`config.mk`:
```
export PLATFORM = sky130hd
export DESIGN_NAME = core_timer_window_router
export DESIGN_NICKNAME = d
export VERILOG_FILES = /design/src/rtl/cwr_pkg.sv /design/src/rtl/cwr_window_decode.sv /design/src/rtl/cwr_read_mux.sv /design/src/rtl/cwr_rsp_stage.sv /design/src/rtl/core_timer_window_router.sv
export SDC_FILE = /design/constraint.sdc
export NUM_CORES = 1
export LEC_CHECK = 0
export ABC_AREA = 1
export BUFFER_PORTS_ARGS = -buffer_cell sky130_fd_sc_hd__buf_2
export CORE_AREA = 2 2 101 103
export CTS_CLUSTER_DIAMETER = 100
export CTS_CLUSTER_SIZE = 30
export DETAILED_ROUTE_END_ITERATION = 8
export DIE_AREA = 0 0 103 105
export GPL_TIMING_DRIVEN = 1
export PLACE_DENSITY = 0.66
export SLEW_MARGIN = 5
export SYNTH_ARGS = -nofsm -noshare
export SYNTH_HDL_FRONTEND = slang
export SYNTH_SLANG_ARGS = --single-unit
```
`constraint.sdc`:
```
create_clock -name clk -period 1.8 [get_ports clk]
set_input_delay 0.27 -clock clk [delete_from_list [all_inputs] [get_ports clk]]
set_output_delay 0.27 -clock clk [all_outputs]
set_load 0.01 [all_outputs]
```
`src/rtl/cwr_pkg.sv`:
```
package cwr_pkg;
  localparam int MAX_CORES  = 4;
  localparam int CID_W      = 2;
  localparam int WIN_OFS_W  = 5;   // 32-byte window
  localparam int WORD_IDX_W = WIN_OFS_W - 2;

  typedef enum logic [1:0] {
    ACC_BYTE  = 2'd0,
    ACC_HALF  = 2'd1,
    ACC_WORD  = 2'd2,
    ACC_DWORD = 2'd3
  } acc_size_e;

  typedef struct packed {
    logic                  hit;
    logic [CID_W-1:0]      tgt;
    logic [WORD_IDX_W-1:0] word;
  } route_t;
endpackage

```
`src/rtl/cwr_window_decode.sv`:
```
module cwr_window_decode
  import cwr_pkg::*;
#(
  parameter int N_CORES = 4,
  parameter int ADDR_W  = 8
) (
  input  logic [ADDR_W-1:0] addr,
  input  logic [1:0]        size,
  input  logic [CID_W-1:0]  core,
  output route_t            route
);
  localparam int WIN_W = ADDR_W - WIN_OFS_W;

  logic [WIN_W-1:0] win;
  logic size_ok, align_ok, win_ok;

  assign win = addr[ADDR_W-1:WIN_OFS_W];

  always_comb begin
    size_ok    = (size == ACC_WORD);
    align_ok   = (addr[1:0] == 2'b00);
    route.word = addr[WIN_OFS_W-1:2];
    if (win == '0) begin
      // banked alias: steer by requesting core
      route.tgt = core;
      win_ok    = int'(core) < N_CORES;
    end else begin
      // fixed window n+1 -> core n
      route.tgt = CID_W'(win - 1'b1);
      win_ok    = int'(win) <= N_CORES;
    end
    route.hit = size_ok & align_ok & win_ok;
  end
endmodule

```
`src/rtl/cwr_read_mux.sv`:
```
module cwr_read_mux
  import cwr_pkg::*;
#(
  parameter int N_CORES = 4,
  parameter int DATA_W  = 32
) (
  input  logic [N_CORES*DATA_W-1:0] rdata_flat,
  input  logic [CID_W-1:0]          idx,
  output logic [DATA_W-1:0]         rdata
);
  always_comb begin
    rdata = '0;
    for (int k = 0; k < N_CORES; k++) begin
      if (idx == CID_W'(k)) rdata = rdata_flat[k*DATA_W +: DATA_W];
    end
  end
endmodule

```
`src/rtl/cwr_rsp_stage.sv`:
```
module cwr_rsp_stage #(
  parameter int DATA_W = 32
) (
  input  logic              clk,
  input  logic              rst_n,
  input  logic              load,
  input  logic [DATA_W-1:0] load_data,
  input  logic              load_err,
  input  logic              rsp_ready,
  output logic              rsp_valid,
  output logic [DATA_W-1:0] rsp_rdata,
  output logic              rsp_err,
  output logic              slot_free
);
  assign slot_free = ~rsp_valid | rsp_ready;

  always_ff @(posedge clk or negedge rst_n) begin
    if (!rst_n) begin
      rsp_valid <= 1'b0;
      rsp_rdata <= '0;
      rsp_err   <= 1'b0;
    end else if (load) begin
      rsp_valid <= 1'b1;
      rsp_rdata <= load_data;
      rsp_err   <= load_err;
    end else if (rsp_ready) begin
      rsp_valid <= 1'b0;
    end
  end
endmodule

```
`src/rtl/core_timer_window_router.sv`:
```
module core_timer_window_router
  import cwr_pkg::*;
#(
  parameter int N_CORES = 4,
  parameter int ADDR_W  = 8,
  parameter int DATA_W  = 32
) (
  input  logic                      clk,
  input  logic                      rst_n,
  input  logic                      req_valid,
  output logic                      req_ready,
  input  logic                      req_write,
  input  logic [ADDR_W-1:0]         req_addr,
  input  logic [1:0]                req_size,
  input  logic [CID_W-1:0]          req_core,
  input  logic [DATA_W-1:0]         req_wdata,
  output logic                      rsp_valid,
  input  logic                      rsp_ready,
  output logic [DATA_W-1:0]         rsp_rdata,
  output logic                      rsp_err,
  output logic [N_CORES-1:0]        tmr_sel,
  output logic                      tmr_write,
  output logic [WORD_IDX_W-1:0]     tmr_word,
  output logic [DATA_W-1:0]         tmr_wdata,
  input  logic [N_CORES*DATA_W-1:0] tmr_rdata,
  input  logic [N_CORES-1:0]        tmr_irq_i,
  output logic [N_CORES-1:0]        irq_o
);
  localparam int WIN_W    = ADDR_W - WIN_OFS_W;
  localparam int WIN_NEED = $clog2(N_CORES + 1);

  // configuration guard
  if (N_CORES < 1 || N_CORES > MAX_CORES) begin : g_bad_cores
    $error("core_timer_window_router: N_CORES must be 1..%0d", MAX_CORES);
  end
  if (WIN_W < WIN_NEED) begin : g_bad_addr
    $error("core_timer_window_router: ADDR_W too narrow for window count");
  end

  route_t              route;
  logic [DATA_W-1:0]   rd_word;
  logic                slot_free;
  logic                accept;

  cwr_window_decode #(.N_CORES(N_CORES), .ADDR_W(ADDR_W)) u_dec (
    .addr  (req_addr),
    .size  (req_size),
    .core  (req_core),
    .route (route)
  );

  cwr_read_mux #(.N_CORES(N_CORES), .DATA_W(DATA_W)) u_mux (
    .rdata_flat (tmr_rdata),
    .idx        (route.tgt),
    .rdata      (rd_word)
  );

  assign accept    = req_valid & slot_free;
  assign req_ready = slot_free;

  cwr_rsp_stage #(.DATA_W(DATA_W)) u_rsp (
    .clk       (clk),
    .rst_n     (rst_n),
    .load      (accept),
    .load_data ((route.hit & ~req_write) ? rd_word : '0),
    .load_err  (~route.hit),
    .rsp_ready (rsp_ready),
    .rsp_valid (rsp_valid),
    .rsp_rdata (rsp_rdata),
    .rsp_err   (rsp_err),
    .slot_free (slot_free)
  );

  assign tmr_write = req_write;
  assign tmr_word  = route.word;
  assign tmr_wdata = req_wdata;

  for (genvar k = 0; k < N_CORES; k++) begin : g_core
    assign tmr_sel[k] = accept & route.hit & (route.tgt == CID_W'(k));
    assign irq_o[k]   = tmr_irq_i[k];
  end
endmodule

```
==> summary.md <==
| Metric | Value |
|---|---|
| Slew @ Worst Pin | `741 ps` |
| Vias in the first global route | `about 3.3k` |
| Placer Congestion | `0.873` |
| Largest net degree at the start of global routing | `34` |
| Synthesized area per cell | `roughly 6 um^2` |
| # IOs | `between 200 and 300` |
| Hold WC Path Type | `in2async` |
| Crit path time final | `~1700 ps` |
| Fin. Hold Viols | `0` |
| Fin. max-slew vios | `0` |
| Power Total | `~2.3 mW` |
| WP data arrival | `~1400 ps` |
| RSZ-0062 raised after global routing | `false` |
| Ys async rst share | `100%` |
| CTS tree | `yes` |
| Post-DP HPWL | `roughly 7.3 mm` |
| Max Clock Skew | `6.03 ps` |
| Top cells by area, synth | `dfrtp_1, nand2_1, buf_4` |
| Yosys top cell by area | `dfrtp_1` |
| Routed len/inst | `about 13 um` |
| R2R Setup Slk | `around 360 ps` |
| Distinct cells, synth | `21` |
| FP Rows | `36` |
| Core outline area | `just under 10000 um^2` |
| Antenna violations before repair | `0` |
| Max Fanout on Critical Path | `5` |
| Post-Place Cells | `~730` |
| Max IR drop VDD | `slightly above 0.3 mV` |
| F_max | `595 MHz` |
| Final Routed Wirelength | `roughly 9.7 mm` |
| Reg2Reg Depth | `9` |
| CP Capture Type | `primary output` |
| Clock Latency Late Sink | `roughly 290 ps` |
| Initial core utilization | `29.6%` |
| First-pass GRT wire length | `roughly 15 mm` |
| Syn Nets | `around 650` |
| R2R Path Start | `u_rsp.rsp_valid` |
| Gr usage total | `approximately 17%` |
| Count leader, synth | `nand2_1` |
| Worst Setup Start Kind | `primary input` |
| Share of layout cells above drive strength 1 | `35.5%` |
| Initial DRC Count | `around 150` |
| Root buf cell | `clkbuf_8` |
| Clk slew on worst S/H paths | `80 ps` |
| Placed instance area | `about 3700 um^2` |
| Post-synth top flop | `dfrtp_1` |
| Slew Limit Headroom | `between 50% and 60%` |
| Crit-path cells | `buf_2, inv_1, ha_2, nand2_2, o21ai_2, nand2_2, nor2_1, buf_2` |
| Tcrit/Tclk final | `~93%` |
| Remaining antenna violation count | `0` |
| Post-route cell area | `between 3000 and 4000 um^2` |
| Hold buffers post-CTS | `0` |
| Number of buffers created by CTS | `5` |
| Yosys top cell area share | `between 20% and 30%` |
| Fillers | `1063` |
| Die width | `103 um` |
| Via/cell ratio | `between 4 and 5` |
| Status | `finished clean` |
| DIE AREA | `about 11000 um^2` |
| Total Nets Final | `roughly 790` |
| Final setup viols | `0` |
| Vias | `roughly 3.4k` |
| Required @ worst endpoint | `about 1500 ps` |
| Slowest library cell on the worst path | `ha_2` |
| Commonest cells in the netlist | `nand2_1, nor2_1, nand3_1` |
| CTS H-tree lvls | `2` |
| Die height | `~110 um` |
| Synth Warn # | `0` |
| Total grt overflow | `0` |
| Area delta synth->final | `33.8%` |
| Post-Synthesis Cells | `around 470` |
| Final core occ | `~40%` |
| # port buffers | `181` |
| CP max stage delay | `about 230 ps` |
| Terminus of the critical flop-to-flop path | `u_rsp.rsp_rdata[10]` |
| Buf/Inv on CP | `3` |
| Kind of critical path | `in2out` |
| Pwr/cell area | `around 600 nW/um^2` |
| Finished Layout Cells | `741` |
| Post-synthesis cell area | `between 2000 and 3000 um^2` |
| Clock Path Buffers | `2` |
| Number of enable flip-flop cells after synthesis | `0` |
| TritonRoute pass-1 iters | `4` |
| Max-cap violation count | `0` |
| CTS Sinks | `34` |
| DR DRC count | `0` |
| Synth Register Bits | `34` |
| CP delay by family, top | `simple AND/OR/NAND/NOR gates` |
| Leak | `2.42 nW` |
| Diode count | `0` |
| Seq/Total Area, Yosys | `between 20% and 30%` |
==> placed cells by master, fill, tap and decap left out, types with 10 or more instances in the layout <==
cell,n
buf_2,181
buf_4,10
dfrtp_1,34
inv_1,36
nand2_1,168
nand3_1,47
nand3b_1,14
nor2_1,70
o21ai_0,18
==> flip-flops by register name (all words and copies together), names as in the netlist <==
name	cells
u_rsp.rsp_err	1
u_rsp.rsp_rdata	32
u_rsp.rsp_valid	1
==> worst max-delay path by stage <==
| stage | endpoint | cells after the start | slack (ps) | from |
|---|---|---|---|---|
| 2_1_floorplan | tmr_sel[1] | 8 | 100 | req_addr[5] |
| 3_3_place_gp | u_rsp.rsp_rdata[20] | 12 | 20 | req_addr[5] |
| 3_5_place_dp | u_rsp.rsp_rdata[18] | 12 | -110 | req_addr[5] |
| 4_1_cts | tmr_sel[1] | 6 | 10 | u_rsp.rsp_valid |
| 5_1_grt | tmr_sel[1] | 6 | 10 | u_rsp.rsp_valid |
| 6_report | tmr_sel[3] | 8 | 120 | req_addr[5] |
==> metal layers <==
metal	part of all wire [%]	routed length [um]	vias to the layer above	global-route usage, %
met5	0	0	-	0
li1	-	-	1675	-
met2	50	4850	181	31.7
met3	9.8	944	24	4.55
met1	39	3730	1485	18.9
met4	1.5	149	0	5.55
==> logic make-up after synthesis <==
kind of cell,share of synthesized area (%)
simple gates,45.7
buf+inv,20.1
flops,29.8
compound gates,4.07
fa+ha+maj,0.438
==> through the flow <==
stage          worst slack (ps)  hold slack (ps)  TNS [ps]
5_1_grt                    12.1             78.5         0
3_5_place_dp               -109              378     -1560
4_1_cts                    10.2             47.5         0
6_report                    121             30.2         0
3_3_place_gp               15.3              393         0
2_1_floorplan              96.2            -25.6         0
==> power by group <==
group | internal [mW] | switching, mW | total [mW]
sequential | 0.776 | 0.00744 | 0.783
combinational | 0.274 | 0.367 | 0.641
clock | 0.555 | 0.309 | 0.864
total | 1.60 | 0.683 | 2.29
==> layout make-up <==
| type | count | area (um^2) | area share (%) |
|---|---|---|---|
| timing repair buffer | 196 | 1080 | 28.3 |
| sequential | 34 | 851 | 22.3 |
| clock buffer | 5 | 68.8 | 1.80 |
| tap | 133 | 166 | 4.35 |
| clock inverter | 3 | 68.8 | 1.80 |
| inverter | 38 | 143 | 3.73 |
| multi-input combinational | 332 | 1440 | 37.8 |
==> what timing repair did <==
action | 4_1_cts | 5_1_grt
buffers inserted | 0 | 1
gates resized for setup | 1 | 3
setup endpoints to repair | 2 | 4
pin swaps | 1 | 1
==> worst reg2reg max path, stage by stage, from the launching register on <==
cell     delay, ps
dfrtp_1        400
nand2_2        100
nand2_1         80
nor2_2         120
buf_4          120
nand2_1        120
buf_12         190
nor2_1         120
nand2_1         70
nand2_1         50
Power figures use the tool's default switching activity.
